===== config.mk =====
export PLATFORM = sky130hd
export DESIGN_NAME = divocc_tracker
export DESIGN_NICKNAME = d
export VERILOG_FILES = /design/src/rtl/divocc_pkg.sv /design/src/rtl/divocc_slot.sv /design/src/rtl/divocc_mulgate.sv /design/src/rtl/divocc_tracker.sv
export SDC_FILE = /design/constraint.sdc
export NUM_CORES = 1
export LEC_CHECK = 0
export BUFFER_PORTS_ARGS = -buffer_cell sky130_fd_sc_hd__clkbuf_2
export CAP_MARGIN = 40
export CORE_ASPECT_RATIO = 0.7
export CORE_UTILIZATION = 50
export CTS_BUF_LIST = sky130_fd_sc_hd__clkbuf_4 sky130_fd_sc_hd__clkbuf_8
export DETAILED_ROUTE_END_ITERATION = 10
export HOLD_SLACK_MARGIN = 0.15
export PLACE_DENSITY = 0.68
export SETUP_SLACK_MARGIN = 0.4
export SLEW_MARGIN = 0
export SYNTH_ARGS = -nofsm -noshare
export SYNTH_HDL_FRONTEND = slang
export SYNTH_SLANG_ARGS = --single-unit

===== constraint.sdc =====
create_clock -name clk -period 5.26 [get_ports clk]
set_input_delay 1.315 -clock clk [delete_from_list [all_inputs] [get_ports clk]]
set_output_delay 1.315 -clock clk [all_outputs]
set_load 0.005 [all_outputs]

===== src/rtl/divocc_pkg.sv =====
package divocc_pkg;

    typedef enum logic [2:0] {
        SL_IDLE,
        SL_LEAD,
        SL_BUSY,
        SL_DONE,
        SL_TAIL,
        SL_WB
    } slot_state_t;

    typedef enum logic {
        MG_OPEN,
        MG_HOLD
    } mul_state_t;

endpackage


===== src/rtl/divocc_slot.sv =====
module divocc_slot
    import divocc_pkg::*;
#(
    parameter int LEAD_CYC   = 4,
    parameter int SHORT_BUSY = 32,
    parameter int LONG_BUSY  = 64,
    parameter int WB_DELAY   = 4
) (
    input  logic clk,
    input  logic rst_n,
    input  logic start,
    input  logic start_is64,
    output logic idle,
    output logic in_lead,
    output logic in_busy,
    output logic near_end,
    output logic done,
    output logic done_is64,
    output logic wb
);
    localparam int CW = $clog2(LONG_BUSY + 1);
    localparam logic [CW-1:0] LEAD_LOAD  = CW'(LEAD_CYC - 2);
    localparam logic [CW-1:0] SHORT_LOAD = CW'(SHORT_BUSY - 1);
    localparam logic [CW-1:0] LONG_LOAD  = CW'(LONG_BUSY - 1);
    localparam logic [CW-1:0] TAIL_LOAD  = CW'(WB_DELAY - 2);
    localparam logic [CW-1:0] NEAR_MAX   = CW'(LEAD_CYC - 1);

    slot_state_t     st_q, st_d;
    logic [CW-1:0]   cnt_q, cnt_d;
    logic            wide_q, wide_d;

    // state register
    always_ff @(posedge clk or negedge rst_n) begin
        if (!rst_n) begin
            st_q   <= SL_IDLE;
            cnt_q  <= '0;
            wide_q <= 1'b0;
        end else begin
            st_q   <= st_d;
            cnt_q  <= cnt_d;
            wide_q <= wide_d;
        end
    end

    // transitions: START, LEAD_EXPIRE, BUSY_EXPIRE, RESULT, TAIL_EXPIRE, RETIRE
    always_comb begin
        st_d   = st_q;
        cnt_d  = cnt_q;
        wide_d = wide_q;
        unique case (st_q)
            SL_IDLE: begin
                if (start) begin
                    st_d   = SL_LEAD;
                    cnt_d  = LEAD_LOAD;
                    wide_d = start_is64;
                end
            end
            SL_LEAD: begin
                if (cnt_q == '0) begin
                    st_d  = SL_BUSY;
                    cnt_d = wide_q ? LONG_LOAD : SHORT_LOAD;
                end else begin
                    cnt_d = cnt_q - 1'b1;
                end
            end
            SL_BUSY: begin
                if (cnt_q == '0) st_d = SL_DONE;
                else             cnt_d = cnt_q - 1'b1;
            end
            SL_DONE: begin
                st_d  = SL_TAIL;
                cnt_d = TAIL_LOAD;
            end
            SL_TAIL: begin
                if (cnt_q == '0) st_d = SL_WB;
                else             cnt_d = cnt_q - 1'b1;
            end
            SL_WB: begin
                st_d = SL_IDLE;
            end
            default: st_d = SL_IDLE;
        endcase
    end

    // outputs
    always_comb begin
        idle      = (st_q == SL_IDLE);
        in_lead   = (st_q == SL_LEAD);
        in_busy   = (st_q == SL_BUSY);
        near_end  = in_busy && (cnt_q <= NEAR_MAX);
        done      = (st_q == SL_DONE);
        done_is64 = done && wide_q;
        wb        = (st_q == SL_WB);
    end

endmodule


===== src/rtl/divocc_mulgate.sv =====
module divocc_mulgate
    import divocc_pkg::*;
(
    input  logic clk,
    input  logic rst_n,
    input  logic mul_req,
    input  logic mul_is64,
    output logic mul_grant,
    output logic mul_blocked
);
    mul_state_t st_q, st_d;

    always_ff @(posedge clk or negedge rst_n) begin
        if (!rst_n) st_q <= MG_OPEN;
        else        st_q <= st_d;
    end

    // transitions: BLOCK (OPEN->HOLD), RELEASE (HOLD->OPEN)
    always_comb begin
        st_d = st_q;
        unique case (st_q)
            MG_OPEN: if (mul_req && mul_is64) st_d = MG_HOLD;
            MG_HOLD: st_d = MG_OPEN;
            default: st_d = MG_OPEN;
        endcase
    end

    always_comb begin
        mul_blocked = (st_q == MG_HOLD);
        mul_grant   = mul_req && (st_q == MG_OPEN);
    end

endmodule


===== src/rtl/divocc_tracker.sv =====
module divocc_tracker #(
    parameter int LEAD_CYC   = 4,
    parameter int SHORT_BUSY = 32,
    parameter int LONG_BUSY  = 64,
    parameter int WB_DELAY   = 4,
    parameter int DIV_SLOTS  = 2
) (
    input  logic clk,
    input  logic rst_n,
    input  logic div_req,
    input  logic div_is64,
    output logic div_grant,
    output logic div_busy,
    output logic div_done,
    output logic div_done_is64,
    output logic hilo_wr,
    input  logic mul_req,
    input  logic mul_is64,
    output logic mul_grant,
    output logic mul_blocked
);
    logic [DIV_SLOTS-1:0] slot_idle, slot_lead, slot_busy, slot_near;
    logic [DIV_SLOTS-1:0] slot_done, slot_d64, slot_wb, slot_start;
    logic                 allow;

    for (genvar g = 0; g < DIV_SLOTS; g++) begin : g_slot
        divocc_slot #(
            .LEAD_CYC  (LEAD_CYC),
            .SHORT_BUSY(SHORT_BUSY),
            .LONG_BUSY (LONG_BUSY),
            .WB_DELAY  (WB_DELAY)
        ) u_slot (
            .clk       (clk),
            .rst_n     (rst_n),
            .start     (slot_start[g]),
            .start_is64(div_is64),
            .idle      (slot_idle[g]),
            .in_lead   (slot_lead[g]),
            .in_busy   (slot_busy[g]),
            .near_end  (slot_near[g]),
            .done      (slot_done[g]),
            .done_is64 (slot_d64[g]),
            .wb        (slot_wb[g])
        );
    end

    // a new window may begin no earlier than the end of the current one
    always_comb begin
        allow     = ~(|slot_lead) && ((slot_busy & ~slot_near) == '0) && (|slot_idle);
        div_grant = div_req && allow;
    end

    // lowest idle slot takes the new divide
    always_comb begin
        logic taken;
        taken      = 1'b0;
        slot_start = '0;
        for (int i = 0; i < DIV_SLOTS; i++) begin
            if (div_grant && slot_idle[i] && !taken) begin
                slot_start[i] = 1'b1;
                taken         = 1'b1;
            end
        end
    end

    always_comb begin
        div_busy      = |slot_busy;
        div_done      = |slot_done;
        div_done_is64 = |slot_d64;
        hilo_wr       = |slot_wb;
    end

    divocc_mulgate u_mulgate (
        .clk        (clk),
        .rst_n      (rst_n),
        .mul_req    (mul_req),
        .mul_is64   (mul_is64),
        .mul_grant  (mul_grant),
        .mul_blocked(mul_blocked)
    );

endmodule


==> metrics.cfg <==
[critical_path]
crit_fanout=11
reg2reg_slack_ns=2.56
cp_cell_sequence=nor4_2 > o2111ai_1 > a2111o_1 > a21oi_1 > clkbuf_2
path_delay_family=compound AO/OA/AOI/OAI gates
worstPathArrival_ns=2.61
r2r-end=g_slot[1].u_slot.cnt_q[0]$_DFFE_PN0P_
critical_path.max_stage_delay_ns=0.81
startpoint=g_slot[0].u_slot.cnt_q[2]$_DFFE_PN0P_
critPathBufInv=1
end_kind=output port
crit_path_start_kind=register
reg2reg_depth=5
reg2reg_from=g_slot[0].u_slot.cnt_q[2]$_DFFE_PN0P_
timing.setup.critical_path_class=register to output port
cp_slowest_cell=nor4_2
critPathRequiredTime_ns=3.94

[drt]
ant_nets=0
drt_iter0_drc=181
wire_per_inst_microns=17.0
dr.pass1.iters=5
drcViolationCount=0
wl_microns=4480
vias=1656
viasPerCell=6.30

[synthesis]
synth_ff_type=dfrtp_1
synth_warnings=0
netlist_instances=208
synth_edf_count=0
synth_nets=219
ys_top_cells_by_area=dfrtp_1 (32%), a21oi_1 (4.2%), nand2_1 (4.2%)
synth_area_leader_cell=dfrtp_1
yosys.cell_types.count=59
synth.ff_latch_count=23
netlist_area_sq_um=1790
ys_seq_area_share_pct=32.2
synthArstFlopShare_pct=100
synth_top_area_share_pct=32.2
avgSynthCellArea_sq_um=8.59

[timing]
worst_pin_slew_ns=0.886
tns_ns=0
slew_headroom_pct=40.5
rsz0062_at_grt=false
fin_crit_sh_pct=74.6
fin_skew_ns=0.0156
max_freq_ghz=0.255
drv_slew=0
finalSetupViolCount=0
hold_viol_final=0
post-route-min-period_ns=3.92

[clock_network]
postCtsHoldBufs=0
cts_htree_levels=1
cts_buffer_depth=2
worst_skew_pair.late_latency_ns=0.28
numCtsBuffers=3
root_buffer=clkbuf_8
post-cts-setup-buffers=0
tritoncts=built
clock-sinks=23
cts.repair.resized=0
path_clk_slew_ns=0.10

[run]
cap_violations=0

[layout]
antennaDiodeCount=0
nNetsFinal=228
drive_gt1_share_pct=16.2
syn_to_final_growth_pct=7.21

[pwr]
power.density_nw_per_um2=156
p_seq_share_pct=59.1
p_leak_nw=0.783
swShare_pct=22.4
switching_power_w=0.0000672
comb_power_share_pct=2.4
p_clk_share_pct=38.4
ir_drop_mv=0.131
power.total_w=0.000300
internal_power_w=0.000233

[floorplanning]
fp.coreArea_sq_um=3280
die_w_microns=73.5
dieArea_sq_um=3820
ios=13
rows=17
die-height_microns=52.0
initial_core_util_pct=54.5

[global_route]
grt_pass1_wl_microns=7490
grt_util_all_layers_pct=26.0
grt_max_degree=24
first_global_vias=1512
antenna_found_initial=0
grt_overflow=0

[worst_hold_path]
hp-class=register to register
hold-path-cell-count=1
hold-path-endpoint=g_slot[1].u_slot.wide_q$_DFFE_PN0P_
hp-start=g_slot[1].u_slot.wide_q$_DFFE_PN0P_

[place]
port_buffers=12
hpwl_microns=3320
place.gp.congestion=0.889

[status]
status=finished, final reports clean

[cells in the mapped netlist (4+ instances only)]
cell type  instances
o211ai_1           5
nor2b_1            9
ha_1               5
nand2_1           20
nor2_1            16
inv_1              7
nand3_1            7
nand2b_1           8
o21a_1             4
dfrtp_1           23
a21oi_1           15
o21ai_0           11
clkbuf_1           5
[final cells by class]
| type | instances | area [sq um] |
|---|---|---|
| clock buffer | 3 | 41.3 |
| tap | 47 | 58.8 |
| sequential | 23 | 576 |
| fill | 317 | 1360 |
| multi-input combinational | 170 | 1150 |
| inverter | 7 | 26.3 |
| clock inverter | 1 | 5.00 |
| timing repair buffer | 12 | 60.1 |
[flip-flops by register name, summed over array words and instances, names as in the netlist]
name,flops
u_mulgate.mul_blocked,1
g_slot.u_slot.st_q,6
g_slot.u_slot.cnt_q,14
g_slot.u_slot.wide_q,2
[placed cells by master (no fill, tap or decap), drive strengths merged, types with 5 or more instances in the layout]
cell type  Yosys  layout
nand2         20      20
o211ai         6       6
nor2          16      16
clkbuf         5      15
mux2           5       5
inv            7       7
nor2b          9       9
ha             5       5
o21ai         13      13
or3            5       5
a21oi         15      15
nand2b         8       8
dfrtp         23      23
nand3          7       7
[power by group through the flow]
| stage | sequential [W] | clock [W] | combinational [W] |
|---|---|---|---|
| 2_1_floorplan | 0.000181 | 0 | 0.000000854 |
| 3_3_place_gp | 0.000181 | 0 | 0.00000740 |
| 3_5_place_dp | 0.000181 | 0 | 0.00000760 |
| 4_1_cts | 0.000177 | 0.000119 | 0.00000759 |
| 5_1_grt | 0.000177 | 0.000125 | 0.00000846 |
| 6_report | 0.000177 | 0.000115 | 0.00000723 |
[kinds of logic (layout without fill, tap and decap cells)]
group	after synthesis	after routing	synth area share, %
and+or+nand+nor	89	89	28.6
AOI/OAI and AO/OA	68	68	27.5
DFF	23	23	32.2
buffers and inverters	15	23	3.50
muxes	6	6	3.71
adders and majority gates	5	5	3.50
xor gates and xnor gates	2	2	0.981
[how the worst max path moves through the flow]
stage / endpoint / cells past startpoint / slack, ns
after global routing: div_grant / 5 / 1.28
final: div_grant / 5 / 1.34
after floorplan: div_grant / 5 / 2.32
after global placement: div_grant / 5 / 1.82
after CTS: div_grant / 5 / 1.42
after detailed placement: div_grant / 5 / 1.72
[metrics by stage]
step / utilization (%) / area [sq um] / hold WS [ns] / std cells / setup WS [ns]
after detailed placement: 57.1 / 1870 / 0.567 / 259 / 1.72
after global routing: 58.5 / 1920 / 0.602 / 263 / 1.28
final: 58.5 / 1920 / 0.584 / 263 / 1.34
after CTS: 58.5 / 1920 / 0.589 / 263 / 1.42
after global placement: 57.1 / 1870 / 0.547 / 259 / 1.82
after floorplan: - / 1790 / 0.496 / 208 / 2.32
[routing by layer]
layer	global-route usage [%]	wire, microns
met1	38.2	2240
met2	38.2	1890
met3	5.23	327
met4	7.05	25
met5	0	0
No activity file was read; power rests on OpenSTA's default activity.
